`config.mk`:
```
export PLATFORM = sky130hd
export DESIGN_NAME = pgood_window_monitor
export DESIGN_NICKNAME = d
export VERILOG_FILES = /design/src/rtl/pgm_pkg.sv /design/src/rtl/pgm_condition.sv /design/src/rtl/pgm_deglitch.sv /design/src/rtl/pgood_window_monitor.sv
export SDC_FILE = /design/constraint.sdc
export NUM_CORES = 1
export LEC_CHECK = 0
export ABC_CLOCK_PERIOD_IN_PS = 800
export BUFFER_PORTS_ARGS = -buffer_cell sky130_fd_sc_hd__buf_2
export CORE_MARGIN = 8
export CORE_UTILIZATION = 35
export DETAILED_ROUTE_END_ITERATION = 10
export SLEW_MARGIN = 20
export SYNTH_ARGS = -nofsm -noshare
export SYNTH_HDL_FRONTEND = slang
export SYNTH_SLANG_ARGS = --single-unit
```
`constraint.sdc`:
```
create_clock -name clk -period 0.8 [get_ports clk]
set_clock_uncertainty 0.2 [all_clocks]
set_input_delay 0.04 -clock clk [delete_from_list [all_inputs] [get_ports clk]]
set_output_delay 0.04 -clock clk [all_outputs]
set_load 0.005 [all_outputs]
```
`src/rtl/pgm_pkg.sv`:
```
package pgm_pkg;
  // Width of a counter that must reach n-1
  function automatic int unsigned pgm_cnt_w(input int unsigned n);
    return (n < 2) ? 1 : $clog2(n);
  endfunction
endpackage

```
`src/rtl/pgm_condition.sv`:
```
module pgm_condition (
  input  logic clk,
  input  logic rst_n,
  input  logic en,
  input  logic over_win,
  input  logic under_win,
  input  logic at_ninety,
  input  logic ss_done,
  input  logic qual_good,
  output logic cand_good
);
  logic started_q, started_d;
  logic start_ok;

  always_comb begin
    started_d = started_q;
    if (!en)            started_d = 1'b0;
    else if (qual_good) started_d = 1'b1;
  end

  always_ff @(posedge clk or negedge rst_n) begin
    if (!rst_n) started_q <= 1'b0;
    else        started_q <= started_d;
  end

  always_comb begin
    start_ok  = started_q | at_ninety;
    cand_good = en & ss_done & ~over_win & ~under_win & start_ok;
  end

`ifndef SYNTHESIS

  en_rearm_chk: assert property (@(posedge clk) disable iff (!rst_n)
    !en |=> !started_q);
`endif
endmodule

```
`src/rtl/pgm_deglitch.sv`:
```
module pgm_deglitch #(
  parameter int unsigned QUAL_CYCLES = 250
) (
  input  logic clk,
  input  logic rst_n,
  input  logic en,
  input  logic raw_good,
  output logic qual_good
);
  import pgm_pkg::*;
  localparam int unsigned CW = pgm_cnt_w(QUAL_CYCLES);
  localparam logic [CW-1:0] LAST = CW'(QUAL_CYCLES - 1);

  logic [CW-1:0] cnt_q, cnt_d;
  logic          good_q, good_d;
  logic          differ;

  always_comb begin
    differ = raw_good ^ good_q;
    cnt_d  = cnt_q;
    good_d = good_q;
    if (!en) begin
      cnt_d  = '0;
      good_d = 1'b0;
    end else if (!differ) begin
      cnt_d = '0;
    end else if (cnt_q == LAST) begin
      cnt_d  = '0;
      good_d = raw_good;
    end else begin
      cnt_d = cnt_q + 1'b1;
    end
  end

  always_ff @(posedge clk or negedge rst_n) begin
    if (!rst_n) begin
      cnt_q  <= '0;
      good_q <= 1'b0;
    end else begin
      cnt_q  <= cnt_d;
      good_q <= good_d;
    end
  end

  assign qual_good = good_q;

`ifndef SYNTHESIS

  cnt_range_chk: assert property (@(posedge clk) disable iff (!rst_n)
    cnt_q <= LAST);

  flip_qual_chk: assert property (@(posedge clk) disable iff (!rst_n)
    (good_q != $past(good_q)) && $past(en) |-> $past(cnt_q) == LAST);
`endif
endmodule

```
`src/rtl/pgood_window_monitor.sv`:
```
module pgood_window_monitor #(
  parameter int unsigned QUAL_CYCLES = 250
) (
  input  logic clk,
  input  logic rst_n,
  input  logic en,
  input  logic over_win,
  input  logic under_win,
  input  logic at_ninety,
  input  logic ss_done,
  output logic pg_pull_low
);
  logic [1:0] rst_sync_q;
  logic       rst_int_n;
  logic       cand_good;
  logic       qual_good;

  always_ff @(posedge clk or negedge rst_n) begin
    if (!rst_n) rst_sync_q <= 2'b00;
    else        rst_sync_q <= {rst_sync_q[0], 1'b1};
  end
  assign rst_int_n = rst_sync_q[1];

  pgm_condition u_cond (
    .clk       (clk),
    .rst_n     (rst_int_n),
    .en        (en),
    .over_win  (over_win),
    .under_win (under_win),
    .at_ninety (at_ninety),
    .ss_done   (ss_done),
    .qual_good (qual_good),
    .cand_good (cand_good)
  );

  pgm_deglitch #(.QUAL_CYCLES(QUAL_CYCLES)) u_dg (
    .clk       (clk),
    .rst_n     (rst_int_n),
    .en        (en),
    .raw_good  (cand_good),
    .qual_good (qual_good)
  );

  assign pg_pull_low = ~qual_good;

`ifndef SYNTHESIS

  en_off_chk: assert property (@(posedge clk) disable iff (!rst_int_n)
    !en |=> pg_pull_low);

  ss_gate_chk: assert property (@(posedge clk) disable iff (!rst_int_n)
    $fell(pg_pull_low) |-> $past(ss_done));

  ov_gate_chk: assert property (@(posedge clk) disable iff (!rst_int_n)
    $fell(pg_pull_low) |-> !$past(over_win));

  uv_gate_chk: assert property (@(posedge clk) disable iff (!rst_int_n)
    $fell(pg_pull_low) |-> !$past(under_win));

  rst_state_chk: assert property (@(posedge clk)
    !$past(rst_int_n) |-> pg_pull_low);
`endif
endmodule

```
==> out/metrics.csv, run 1 <==
stage,metric,value,unit
timing,drv_slew,0,
place,io_buffers,7,
cts,clock_sinks,12,
global_route,overflow,0,
routing,wirelength,1270,microns
finish,drive_gt1_share,50.7,%
critical_path,cp-end-kind,register,
routing,drt-vias-per-instance,5.33,
routing,antenna_left,0,
die,start_util,35.7,%
outcome,violations,"hold timing, setup timing",
place,placedCellCount,82,
die,dieArea,3280,sq um
place,placed_area,718,sq um
timing,holdWs,-128,ps
timing,fmax,0.664,GHz
timing,period_needed,1510,ps
routing,dr.pass1.iters,2,
finish,multi_input_area,312,sq um
finish,fill_cells,145,
run,cap_viol_max_count,0,
yosys,syn_inst,50,
hold_path,hold_class,primary input to asynchronous set/reset pin,
yosys,synth_top_area_share,50.3,%
cts,cts_hold_buf,1,
place,gp_congestion,0.752,
cts,htreeDepth,1,
global_route,antenna_found_initial,0,
finish,final_area,825,sq um
global_route,track_usage,9.28,%
yosys,async_flop_share,100,%
yosys,ys_top_cells_by_count,"dfrtp_1, a211oi_1, or3_1",
cts,cts_buffers,3,
power_and_ir_drop,power.density,1450,nW/um^2
yosys,synth_most_common_cell,dfrtp_1,
cts,cts_root_buf,clkbuf_4,
power_and_ir_drop,finalPower,1200,uW
yosys,ys_warn_count,0,
die,rows,15,
cts,clk_pin_slew,70,ps
place,post-place-ws,-773,ps
die,die_y,57.3,microns
yosys,synth_fp_nets,59,
die,io_pins,8,
yosys,synth_area_per_cell,11.9,sq um
routing,drc_errors,0,
finish,seq_area,303,sq um
cts,cts_tree,yes,
global_route,grt_pass1_vias,488,
yosys,synth_edf_count,0,
global_route,grt_pass1_wl,2300,microns
yosys,ys_seq_elements,12,
timing,fin_ws,-707,ps
cts,clockBufferDepth,2,
global_route,grt_max_degree,11,
timing,rsz0062_at_grt,yes,
yosys,netlist_top_cells_area,"dfrtp_1, a221oi_2, a211oi_1",
critical_path,cp-start-kind,register,
critical_path,crit_required,760,ps
timing,period_share,188,%
finish,nNetsFinal,83,
finish,layout.cells.non_filler,90,
die,core,1670,sq um
power_and_ir_drop,cellLeakagePower,0.000349,uW
timing,setup-violations-final,11,
yosys,yosysTopAreaCell,dfrtp_1,
critical_path,path_class,register to register,
timing,hold_viol_final,14,
power_and_ir_drop,max-vdd-ir-drop,1.18,mV
routing,num_vias,480,
finish,syn_to_final_growth,38.2,%
routing,wire_per_inst,14.2,microns
critical_path,crit_arrival,1470,ps
outcome,status,finished with violations,
yosys,syn_area,597,sq um
cts,insertion_delay,280,ps
yosys,ys_seq_area_share,50.3,%
critical_path,path_max_fanout,3,
finish,antenna_cells,0,
place,place.detailed.hpwl,904,microns
yosys,synth_ff_type,dfrtp_1,
die,die_w,57.3,microns
routing,drt_iter0_markers,11,
yosys,yosysUniqueCellTypes,20,
-- metal layers --
layer  share of wire, %  GRT usage [%]  vias to the layer above  routed length (microns)
met1                 47           11.0                      233                      604
met5                  0              0                        -                        0
li1                   -              -                      231                        -
met3                6.2           3.81                        4                       79
met4                2.2           6.43                        0                       28
met2                 44           13.2                       12                      562
-- what timing repair did --
item                                    4_1_cts  5_1_grt
pin swaps                                     0        2
gates cloned                                  0        0
hold endpoints to repair                     14       14
endpoints found under the setup margin       11       11
gates resized for setup                       5        5
buffers inserted                              3        0
-- worst paths after layout --
| kind | startpoint | end | slack [ps] | cells past startpoint |
|---|---|---|---|---|
| max | u_dg.cnt_q[1] | u_dg.qual_good | -710 | 5 |
| min | rst_n | rst_sync_q[0] | -130 | 2 |
| max reg2reg | u_dg.cnt_q[1] | u_dg.qual_good | -710 | 5 |
| min reg2reg | rst_sync_q[1] | u_dg.cnt_q[3] | -60 | 1 |
| max in group asynchronous | rst_sync_q[1] | u_dg.cnt_q[4] | 300 | 1 |
| min in group clk | en | u_cond.started_q | -80 | 3 |
-- power by group --
part,total [uW],switching (uW),internal [uW]
Clock,494,217,277
Sequential,619,4.17,615
Combinational,85.9,43.5,42.4
Total,1200,265,934
-- critical path, stage by stage (launching register included) --
cell and delay (ps):
dfrtp_1 410, inv_1 70, ha_1 150, nand2_2 60
o31ai_4 200, mux2_4 320
-- layout make-up --
type | count | share of cell area (%)
Tap cell | 17 | 2.58
Sequential cell | 12 | 36.7
Timing Repair Buffer | 20 | 17.6
Inverter | 2 | 0.910
Clock buffer | 4 | 4.40
Multi-Input combinational cell | 35 | 37.8
-- cell families (layout without fill, tap and decap cells) --
kind of cell / after synthesis / after routing / share of synthesized area, %
buffers and inverters: 3 / 26 / 2.10
adders and majority gates: 2 / 2 / 4.19
other: 1 / 1 / 0.628
and+or+nand+nor: 14 / 14 / 13.8
muxes: 1 / 1 / 2.51
AOI/OAI and AO/OA: 14 / 14 / 22.0
DFF: 12 / 12 / 50.3
xor gates and xnor gates: 3 / 3 / 4.40
-- sequential cells by signal (all words and copies together) (netlist names) --
name,cells
rst_sync_q,2
u_cond.started_q,1
u_dg.cnt_q,8
u_dg.qual_good,1
-- stage by stage --
stage | setup TNS [ps] | util, %
CTS | -6850 | 48.5
global route | -7480 | 49.4
detailed placement | -6940 | 43.0
finish | -6710 | 49.4
global placement | -6890 | 43.0
floorplan | -5830 | -
-- placed cells by master (no fill, tap or decap) --
| master | instances |
|---|---|
| xor2_1 | 2 |
| nand2_2 | 1 |
| o31ai_4 | 1 |
| o21ai_2 | 1 |
| o21a_1 | 1 |
| nand4_4 | 1 |
| clkbuf_4 | 3 |
| dlygate4sd3_1 | 1 |
| buf_4 | 11 |
| inv_2 | 1 |
| conb_1 | 1 |
| or3_4 | 2 |
| mux2_4 | 1 |
| or3_1 | 2 |
| ha_2 | 1 |
| a211oi_1 | 5 |
| buf_6 | 2 |
| dfrtp_2 | 2 |
| dfrtp_1 | 10 |
| inv_1 | 1 |
| nand3_1 | 3 |
| ha_1 | 1 |
| clkbuf_8 | 1 |
| o21ai_0 | 3 |
| nand4bb_1 | 1 |
| nand2_1 | 2 |
| a221oi_2 | 3 |
| buf_2 | 6 |
| nor2_1 | 2 |
| xnor2_1 | 1 |
No activity file was read; power rests on OpenSTA's default activity.
==> run 2: changes to the inputs <==
ABC_CLOCK_PERIOD_IN_PS = 1400   (was 800)
CAP_MARGIN = 20   (was unset)
SYNTH_HIERARCHICAL = 1   (was unset)
clock period = 1.4 ns   (was 0.8 ns; I/O delays follow)
==> out/metrics.csv, run 2 <==
stage,metric,value,unit,change
outcome,status,finished with violations,,
outcome,violations,"hold timing, setup timing",,
routing,drc_errors,0,,unchanged
finish,syn_to_final_growth,44.5,%,
routing,wirelength,1320,microns,+3.8%
yosys,yosysTopAreaCell,dfrtp_1,,
yosys,ys_warn_count,6,,+6
die,die_w,56.6,microns,-1.2%
critical_path,crit_arrival,1540,ps,+70 ps
cts,clockBufferDepth,2,,unchanged
yosys,ys_top_cells_by_count,"dfrtp_1, nor2_1, inv_1, nand2_1",,
timing,drv_slew,0,,unchanged
cts,clk_pin_slew,70,ps,about the same
die,rows,14,,-1
finish,fill_cells,131,,-9.7%
yosys,synthXorXnorAreaFrac,6.07,%,+1.7 points
cts,cts_hold_buf,3,,+2
power_and_ir_drop,power.density,713,nW/um^2,-51%
critical_path,r2r_setup_slack,-140,ps,+560 ps
critical_path,cp-end-kind,register,,
power_and_ir_drop,max-vdd-ir-drop,0.486,mV,-59%
global_route,overflow,0,,unchanged
run,cap_viol_max_count,0,,unchanged
yosys,synth_fp_nets,65,,+10%
finish,final_core_util,54.7,%,+5.3 points
critical_path,worstSetupStartpoint,u_dg/cnt_q[1],,
yosys,netlist_top_cells_area,"dfrtp_1, ha_1, nor2_1",,
yosys,ys_seq_area_share,52.1,%,+1.7 points
yosys,synth_ff_type,dfrtp_1,,
finish,final_area,833,sq um,+1.1%
timing,rsz0062_at_grt,yes,,
timing,period_share,110,%,-78 points
die,die_y,56.6,microns,-1.2%
critical_path,r2r-start,u_dg/cnt_q[1],,
yosys,synth_top_family_by_area,simple AND/OR/NAND/NOR gates,,
cts,cts_root_buf,clkbuf_4,,
cts,cts_buffers,3,,unchanged
place,placedCellCount,86,,+4.9%
yosys,ys_seq_elements,12,,unchanged
finish,drive_gt1_share,48.8,%,-1.9 points
finish,layout.cells.non_filler,96,,+6.7%
routing,wl_met1,516,microns,-15%
global_route,grt_pass1_wl,2170,microns,-6.0%
die,start_util,37.8,%,+2.1 points
timing,setup-tns-final,-644,ps,+6060 ps
critical_path,crit_required,1400,ps,+640 ps
finish,largest_reg_flops,8,,unchanged
place,placed_area,681,sq um,-5.2%
routing,num_vias,487,,+1.5%
critical_path,path_class,register to register,,
routing,met3_length,46,microns,-42%
hold_path,hold_class,register to asynchronous set/reset pin,,
yosys,syn_inst,56,,+12%
routing,dr.pass1.iters,4,,+2
die,io_pins,8,,unchanged
yosys,muxShareOfSynthArea,0,%,-2.5 points
routing,wire_per_inst,13.8,microns,-2.6%
yosys,async_flop_share,100,%,unchanged
die,dieArea,3200,sq um,-2.4%
place,io_buffers,7,,unchanged
place,gp_congestion,0.802,,+6.6%
timing,fin_ws,-143,ps,+564 ps
critical_path,reg2reg_depth,5,,unchanged
global_route,antenna_found_initial,0,,unchanged
cts,insertion_delay,270,ps,about the same
routing,top_layer,met4,,
yosys,synth_area_per_cell,10.3,sq um,-14%
yosys,yosys.area_share.simple,21.3,%,+7.4 points
critical_path,cp-start-kind,register,,
yosys,synth_top_area_share,52.1,%,+1.7 points
yosys,yosys.area_share.adder,4.34,%,+0.15 points
timing,period_needed,1540,ps,+36.2 ps
place,place.detailed.hpwl,814,microns,-10%
timing,hold_viol_final,11,,-3
critical_path,crit_path_end,u_dg/qual_good,,
global_route,track_usage,8.64,%,-0.64 points
yosys,synth_most_common_cell,dfrtp_1,,
critical_path,path_max_fanout,4,,+1
yosys,syn_area,577,sq um,-3.4%
routing,drt-vias-per-instance,5.07,,-4.9%
timing,setup-violations-final,9,,-2
finish,antenna_cells,0,,unchanged
global_route,grt_max_degree,11,,unchanged
finish,top_regs,"u_dg/cnt_q: 8 flops, rst_sync_q: 2 flops",,
yosys,synth-compound-area-share,11.1,%,-11 points
cts,clock_sinks,12,,unchanged
power_and_ir_drop,cellLeakagePower,0.000355,uW,+2.0%
finish,layout_common_cells,"buf_4, dfrtp_1, buf_2",,
cts,htreeDepth,1,,unchanged
yosys,yosysUniqueCellTypes,25,,+25%
finish,regMostFlops,u_dg/cnt_q,,
timing,holdWs,-41.0,ps,+87.1 ps
yosys,synth_edf_count,0,,unchanged
cts,cts_tree,yes,,
die,core,1520,sq um,-8.8%
finish,nNetsFinal,91,,+9.6%
routing,drt_iter0_markers,11,,unchanged
global_route,grt_pass1_vias,532,,+9.0%
routing,antenna_left,0,,unchanged
critical_path,timing.rr.end,u_dg/qual_good,,
timing,fmax,0.648,GHz,-2.3%
routing,wl_met2,745,microns,+33%
==> run 2: changes by cell type after synthesis, moves of 2 or more <==
| cell | before | now |
|---|---|---|
| a211oi_1 | 5 | 1 |
| a221oi_2 | 3 | 0 |
| a31oi_1 | 0 | 3 |
| inv_1 | 2 | 4 |
| nor2_1 | 2 | 6 |
| or3_1 | 4 | 2 |
==> run 2: how the worst min path moves through the flow <==
stage	start	endpoint	slack (ps)	depth (start not counted)
after floorplan	rst_n	rst_sync_q[0]	-430	0
after global placement	rst_n	rst_sync_q[0]	-350	1
after detailed placement	rst_n	rst_sync_q[1]	-340	1
after CTS	under_win	u_dg/qual_good	-60	5
after global routing	under_win	u_dg/qual_good	-4	5
final	rst_sync_q[1]	u_cond/started_q	-40	0
==> run 2: repair_timing <==
| action | CTS | global route |
|---|---|---|
| hold endpoints to repair | 14 | 1 |
| pin swaps | 3 | 3 |
| resized for setup | 5 | 12 |
| buffers inserted | 3 | 1 |
| setup endpoints to repair | 9 | 9 |
==> run 2: through the flow <==
stage	power (uW)	worst slack [ps]
2_1_floorplan	366	-34.6
3_3_place_gp	382	-110
3_5_place_dp	382	-170
4_1_cts	599	-93.6
5_1_grt	624	-229
6_report	594	-143
==> run 2: critical path, stage by stage, from the launching register on <==
cell,delay [ps]
dfrtp_1,380
inv_1,60
ha_2,170
nand3b_1,140
or3_1,390
a21boi_1,140
==> run 2: cells by family (layout without fill, tap and decap cells) <==
logic type,after synthesis,in the layout
DFF,12,12
xor gates and xnor gates,4,4
buffers and inverters,5,29
adders and majority gates,2,2
other,1,1
and+or+nand+nor,22,22
AOI/OAI and AO/OA,10,10
==> run 2: power by group <==
group / total (uW) / leakage, uW / internal (uW) / switching, uW
registers: 355 / 0.000163 / 349 / 5.71
logic: 30.7 / 0.000179 / 17.5 / 13.2
clock network: 208 / 0.0000138 / 99.5 / 109
==> run 2: layout make-up <==
type / count / area (sq um) / share of cell area [%]
multi-input cells: 39 / 320 / 38.4
flip-flops and latches: 12 / 300 / 36.0
repair buffers: 22 / 155 / 18.6
clock buffers: 3 / 22.5 / 2.70
well taps: 16 / 20.0 / 2.40
inverters: 4 / 15.0 / 1.80
==> run 2: routing by layer <==
metal,vias up,track usage [%]
li1,239,-
met1,237,8.72
met2,9,14.3
met3,2,2.70
met4,0,6.87
met5,-,0
